===== config.mk =====
export PLATFORM = sky130hd
export DESIGN_NAME = smla_unit
export DESIGN_NICKNAME = d
export VERILOG_FILES = /design/src/rtl/smla_pkg.sv /design/src/rtl/smla_decode.sv /design/src/rtl/smla_half_sel.sv /design/src/rtl/smla_mac.sv /design/src/rtl/smla_unit.sv
export SDC_FILE = /design/constraint.sdc
export NUM_CORES = 1
export LEC_CHECK = 0
export CAP_MARGIN = 20
export CORE_MARGIN = 8
export CORE_UTILIZATION = 55
export DETAILED_ROUTE_END_ITERATION = 12
export HOLD_SLACK_MARGIN = 0.1
export PLACE_DENSITY = 0.76
export SKIP_LAST_GASP = 1
export SLEW_MARGIN = 30
export SYNTH_ARGS = -nofsm -noshare
export SYNTH_HDL_FRONTEND = slang
export SYNTH_HIERARCHICAL = 1
export SYNTH_SLANG_ARGS = --single-unit

===== constraint.sdc =====
create_clock -name clk_i -period 2.4 [get_ports clk_i]
set_input_delay 0.72 -clock clk_i [delete_from_list [all_inputs] [get_ports clk_i]]
set_output_delay 0.72 -clock clk_i [all_outputs]
set_load 0.02 [all_outputs]

===== src/rtl/smla_pkg.sv =====
package smla_pkg;
  localparam int unsigned IDX_W = 4;
  localparam logic [IDX_W-1:0] PC_IDX = 4'd15;
  localparam logic [7:0] OPC_HI = 8'b0001_0000;

  typedef struct packed {
    logic             legal;
    logic [IDX_W-1:0] rd;
    logic [IDX_W-1:0] rn;
    logic [IDX_W-1:0] rs;
    logic [IDX_W-1:0] rm;
    logic             rm_top;
    logic             rs_top;
  } smla_dec_t;
endpackage


===== src/rtl/smla_decode.sv =====
module smla_decode
  import smla_pkg::*;
(
  input  logic [31:0] instr_i,
  input  logic        v5_en_i,
  output smla_dec_t   dec_o
);
  always_comb begin
    dec_o.legal  = v5_en_i && (instr_i[27:20] == OPC_HI) && instr_i[7] && !instr_i[4];
    dec_o.rd     = instr_i[19:16];
    dec_o.rn     = instr_i[15:12];
    dec_o.rs     = instr_i[11:8];
    dec_o.rm     = instr_i[3:0];
    dec_o.rm_top = instr_i[5];
    dec_o.rs_top = instr_i[6];
  end
endmodule


===== src/rtl/smla_half_sel.sv =====
module smla_half_sel #(
  parameter int unsigned DATA_W = 32
) (
  input  logic [DATA_W-1:0]        val_i,
  input  logic                     top_i,
  output logic signed [DATA_W-1:0] ext_o
);
  localparam int unsigned HALF_W = DATA_W / 2;
  logic [HALF_W-1:0] half;

  always_comb begin
    half  = top_i ? val_i[DATA_W-1:HALF_W] : val_i[HALF_W-1:0];
    ext_o = {{HALF_W{half[HALF_W-1]}}, half};
  end
endmodule


===== src/rtl/smla_mac.sv =====
module smla_mac #(
  parameter int unsigned DATA_W = 32
) (
  input  logic signed [DATA_W-1:0] a_i,
  input  logic signed [DATA_W-1:0] b_i,
  input  logic [DATA_W-1:0]        acc_i,
  output logic [DATA_W-1:0]        sum_o,
  output logic                     ovf_o
);
  localparam int unsigned MSB = DATA_W - 1;
  logic signed [DATA_W-1:0] prod;

  // half x half product fits in DATA_W bits; only the add can overflow
  always_comb begin
    prod  = a_i * b_i;
    sum_o = prod + acc_i;
    ovf_o = (prod[MSB] == acc_i[MSB]) && (sum_o[MSB] != prod[MSB]);
  end
endmodule


===== src/rtl/smla_unit.sv =====
module smla_unit
  import smla_pkg::*;
#(
  parameter int unsigned DATA_W = 32
) (
  input  logic              clk_i,
  input  logic              rst_ni,
  input  logic              valid_i,
  input  logic              v5_en_i,
  input  logic [31:0]       instr_i,
  input  logic [DATA_W-1:0] rm_val_i,
  input  logic [DATA_W-1:0] rs_val_i,
  input  logic [DATA_W-1:0] rn_val_i,
  input  logic              q_i,
  output logic              wr_en_o,
  output logic [IDX_W-1:0]  rd_idx_o,
  output logic [DATA_W-1:0] result_o,
  output logic              q_o,
  output logic              illegal_o
);
  localparam int unsigned N_OPS = 2;
  localparam int unsigned MSB   = DATA_W - 1;

  smla_dec_t dec;
  logic [DATA_W-1:0]        op_val [N_OPS];
  logic                     op_top [N_OPS];
  logic signed [DATA_W-1:0] op_ext [N_OPS];
  logic [DATA_W-1:0]        sum;
  logic                     ovf;
  logic                     do_write;

  smla_decode u_dec (
    .instr_i (instr_i),
    .v5_en_i (v5_en_i),
    .dec_o   (dec)
  );

  assign op_val[0] = rm_val_i;
  assign op_val[1] = rs_val_i;
  assign op_top[0] = dec.rm_top;
  assign op_top[1] = dec.rs_top;

  for (genvar g = 0; g < N_OPS; g++) begin : g_op
    smla_half_sel #(.DATA_W(DATA_W)) u_sel (
      .val_i (op_val[g]),
      .top_i (op_top[g]),
      .ext_o (op_ext[g])
    );
  end

  smla_mac #(.DATA_W(DATA_W)) u_mac (
    .a_i   (op_ext[0]),
    .b_i   (op_ext[1]),
    .acc_i (rn_val_i),
    .sum_o (sum),
    .ovf_o (ovf)
  );

  assign do_write = dec.legal && (dec.rd != PC_IDX);

  always_ff @(posedge clk_i or negedge rst_ni) begin
    if (!rst_ni) begin
      wr_en_o   <= 1'b0;
      illegal_o <= 1'b0;
      rd_idx_o  <= '0;
      result_o  <= '0;
      q_o       <= 1'b0;
    end else begin
      wr_en_o   <= valid_i && do_write;
      illegal_o <= valid_i && !dec.legal;
      if (valid_i) begin
        rd_idx_o <= dec.rd;
        result_o <= sum;
        q_o      <= q_i | (do_write & ovf);
      end
    end
  end


  wr_needs_strobe_chk: assert property (@(posedge clk_i) disable iff (!rst_ni)
    (wr_en_o || illegal_o) |-> $past(valid_i));


  wr_ill_excl_chk: assert property (@(posedge clk_i) disable iff (!rst_ni)
    $onehot0({wr_en_o, illegal_o}));


  pc_dest_chk: assert property (@(posedge clk_i) disable iff (!rst_ni)
    (valid_i && instr_i[19:16] == PC_IDX) |=> (!wr_en_o && q_o == $past(q_i)));


  old_core_chk: assert property (@(posedge clk_i) disable iff (!rst_ni)
    (valid_i && !v5_en_i) |=> (illegal_o && !wr_en_o));


  q_sticky_chk: assert property (@(posedge clk_i) disable iff (!rst_ni)
    (valid_i && q_i) |=> q_o);


  q_set_sign_chk: assert property (@(posedge clk_i) disable iff (!rst_ni)
    (wr_en_o && q_o && !$past(q_i)) |-> (result_o[MSB] != $past(rn_val_i[MSB])));


  rd_idx_chk: assert property (@(posedge clk_i) disable iff (!rst_ni)
    wr_en_o |-> (rd_idx_o == $past(instr_i[19:16])));
endmodule


---- Yosys cells after proc, flatten, opt, wreduce, memory -nomap -nowiden ----
Index checks and enable logic that the tools add are counted.
word-level totals
  bits of input ports ..................... 133
  ROM bits ................................ 0
  word-level logic and storage cells ...... 24
  bits in latches ......................... 0
  memories ................................ 0
  bits in registers ....................... 39
  output and inout bits ................... 39
  memory bits (writable) .................. 0
operators by class
  reductions and logical operators ........ 9
  multiplexer cells ....................... 2
  add/sub/neg operators ................... 1
  multipliers ............................. 1
  shift-type cells ........................ 0
  divide/modulo/power cells ............... 0
  bitwise logic cells ..................... 2
  equal/unequal tests ..................... 4
  order comparisons ....................... 0
operator list
  operator                                                               count
  32-bit adder                                                           1
  16-bit by 16-bit multiplier with 32-bit output                         1
  16-bit two-way mux                                                     2
  8-bit by 5-bit equality test with 1-bit output, second input constant  1
  1-bit logical AND                                                      7
  4-bit != test, second input constant                                   1
  1-bit logical NOT                                                      2
  1-bit AND                                                              1
  1-bit equality test                                                    1
  1-bit != test                                                          1
  1-bit OR                                                               1

---- Depth between registers and ports, before layout ----
  word-level depth ........................ 7
  gate-level depth with buffers ........... 42

---- By module ----
The synthesis kept the hierarchy.
by module, submodules not included
  module         area an instance (um^2)  cells each  sequential area each (um^2)  instances
  smla_mac       17,685.7                 2,019       0.0                          1
  smla_unit      1,485.2                  84          975.9                        1
  smla_half_sel  369.1                    34          0.0                          2
  smla_decode    163.9                    22          0.0                          1

---- Worst setup path after synthesis ----
Ideal clock, no wire load.
  path type ............................... input -> register
  start point ............................. input port instr_i[5]
  end point ............................... register q_o
  library setup time ...................... 0.120 ns
  path buffers ............................ 4
  stages on the path ...................... 39
  data arrival time ....................... 9.555 ns
  data required time ...................... 2.280 ns
  path slack .............................. -7.275 ns
  path through ............................ buf_4 buf_6 mux2_2 buf_4 clkbuf_1 and2_1 fa_1 fa_1 inv_1 fa_1 fa_1 inv_1 fa_1 inv_1 fa_1 inv_1 fa_1 fa_1 [3 not listed] a22o_1 nand2_1 nand3b_1 or2_2 a21o_1 a31oi_1 xnor2_1 ha_1 inv_1 o21bai_1 a21oi_1 nand2_1 a21oi_1 o21ba_1 a221o_1 and2_0 mux2_4 a41o_1
RTL lines
  element               RTL line         RTL
  from (decl)           smla_unit.sv:10  input logic [31:0] instr_i,
  to (signal assigned)  smla_unit.sv:74  q_o <= q_i | (do_write & ovf);
  to (decl)             smla_unit.sv:18  output logic q_o,

==> flow_metrics.tcl <==
set metrics [dict create \
    drc_errors 0 \
    cp-start-kind "input port" \
    grt_max_degree 77 \
    gr-usage-met3_pct 3.15 \
    fin_crit_sh_pct 381 \
    place_ws_ns -7.45 \
    max_cap_viol_count 0 \
    ios 172 \
    clock-sinks 39 \
    cts_buffer_depth 2 \
    cts_tree "done" \
    reg2reg_from "q_o" \
    vias 16288 \
    dp_hpwl_microns 43200 \
    avgSynthCellArea_sq_um 9.16 \
    tightestPinTransition_ns 0.504 \
    cp.required_ns 2.57 \
    clk_latency_ns 0.28 \
    worstSetupEndpointType "flip-flop" \
    wl_microns 57800 \
    core_area_sq_um 36200 \
    avgRoutedWirePerCell_microns 19.2 \
    grt_util_met2_pct 48.8 \
    path_common_cell "fa_1" \
    slew_viol_final 0 \
    std_cell_rows 70 \
    fmaxAchievable_mhz 109 \
    nets 3263 \
    placedCellCount 2912 \
    worst_clock_skew_ns 0 \
    path_clk_slew_ns 0.06 \
    yosys_warnings 6 \
    failed_checks "negative setup slack" \
    layout_min_cycle_time_ns 9.14 \
    grt_pass1_wl_microns 88900 \
    drtAntennaViolNets 0 \
    cp.arrival_ns 9.31 \
    synth.cell_area_sq_um 20000 \
    syn_inst 2181 \
    grtUsageTotal_pct 26.5 \
    setup_ws_ns -6.74 \
    r2r_end "q_o" \
    numCtsBuffers 5 \
    holdBufCountCts 0 \
    finalHoldViolCount 0 \
    setup_viol 32 \
    drt_iter0_markers 1067 \
    grt_pass1_vias 17949 \
    max_slew_margin_pct 66.4 \
    rsz0062_at_grt "true" \
    fin_util_pct 71.9 \
    via_per_inst 5.41 \
    cts_htree_levels 2 \
    gp_congestion 0.910 \
    syn_to_final_growth_pct 30.2 \
    finalSetupTns_ns -161.89 \
    grtUsageMet1_pct 30.3 \
    drive_above_1_share_pct 25.2 \
    drt-pass1-iter-count 5 \
    rr_worst_depth 2 \
    dieArea_sq_um 42700 \
    fp.dieH_microns 207 \
    cp_slowest_stage_delay_ns 0.60 \
    syn_nets 2904 \
    fin_cells 3010 \
    gr-total-overflow 0 \
    clock-root-buffer "clkbuf_16" \
    busiest_layer "met2" \
    crit_path_max_fanout 12 \
    outcome "complete, but fails checks" \
    cp_slowest_cell "fa_1" \
    antenna_found_initial 1 \
    portBuffers 155 \
    worst-setup-path-type "in2reg" \
    start_util_pct 55.2 \
    die_w_microns 207 \
    regToRegSetupSlack_ns 1.46 \
    min_path_type "in2async" \
]
## state kept, by name, summed over array words and instances (netlist names)
signal / flops
result_o: 32
q_o: 1
illegal_o: 1
wr_en_o: 1
rd_idx_o: 4
## layout by cell type (no fill, tap or decap), drive strengths merged, types with 3 or more instances in the layout
master	instances
a221oi	4
a21o	19
and4	5
o211ai	3
nand3	4
mux2	81
o21bai	9
dlymetal6s2s	21
nand2	260
nand4	6
o21ai	27
a31oi	6
xnor2	89
and3	3
ha	181
nor4	4
xor2	21
a21boi	5
nand2b	6
dfrtp	39
dlygate4sd2	28
nor2	22
o31ai	3
fa	409
clkbuf	6
a211oi	6
a21oi	43
buf	323
and2	297
o21a	9
nor2b	9
inv	454
clkdlybuf4s50	102
nor3	11
## metrics by stage
stage / area, sq um / hold slack (ns)
after global routing: 26000 / 0.437
after global placement: 23800 / 0.492
after floorplan: 20600 / 0.424
final: 26000 / 0.397
after detailed placement: 23800 / 0.497
after CTS: 24900 / 0.510
## final cells by class
cell class / instances / area, sq um
Antenna cell: 1 / 2.50
Clock buffer: 6 / 139
Sequential cell: 39 / 976
Timing Repair Buffer: 475 / 4430
Multi-Input combinational cell: 1565 / 18100
Clock inverter: 2 / 35.0
Tap cell: 468 / 586
Fill cell: 2396 / 10200
Inverter: 454 / 1710
## worst max-delay path, delay by kind of cell
family / cells / cell delay, ns
AND/OR/NAND/NOR: 6 / 0.60
buffers and inverters: 11 / 1.37
AO/OA/AOI/OAI: 6 / 1.45
multiplexers: 2 / 0.59
adder cells (fa/ha/maj): 10 / 4.57
## worst max path at each step
| stage | to | cells after the start | start |
|---|---|---|---|
| 3_3_place_gp | q_o | 33 | instr_i[5] |
| 5_1_grt | q_o | 40 | instr_i[6] |
| 6_report | q_o | 35 | instr_i[6] |
| 4_1_cts | q_o | 38 | instr_i[6] |
| 2_1_floorplan | q_o | 40 | instr_i[6] |
| 3_5_place_dp | q_o | 37 | instr_i[6] |
## per-layer routing
metal	share of wire (%)	vias up
met5	0	-
met4	6.1	0
met3	4.7	225
met2	53	557
met1	36	8264
li1	-	7242
## repair_timing
| item | in CTS | in global routing |
|---|---|---|
| resized for setup | 147 | 202 |
| gates cloned | 14 | 0 |
| endpoints found under the hold margin | 0 | 0 |
| buffers inserted | 51 | 42 |
| setup endpoints to repair | 33 | 32 |
| pin swaps | 94 | 126 |
Power is not shown: default switching activity piles up to over one toggle a cycle in this logic, so the estimate is an artifact.
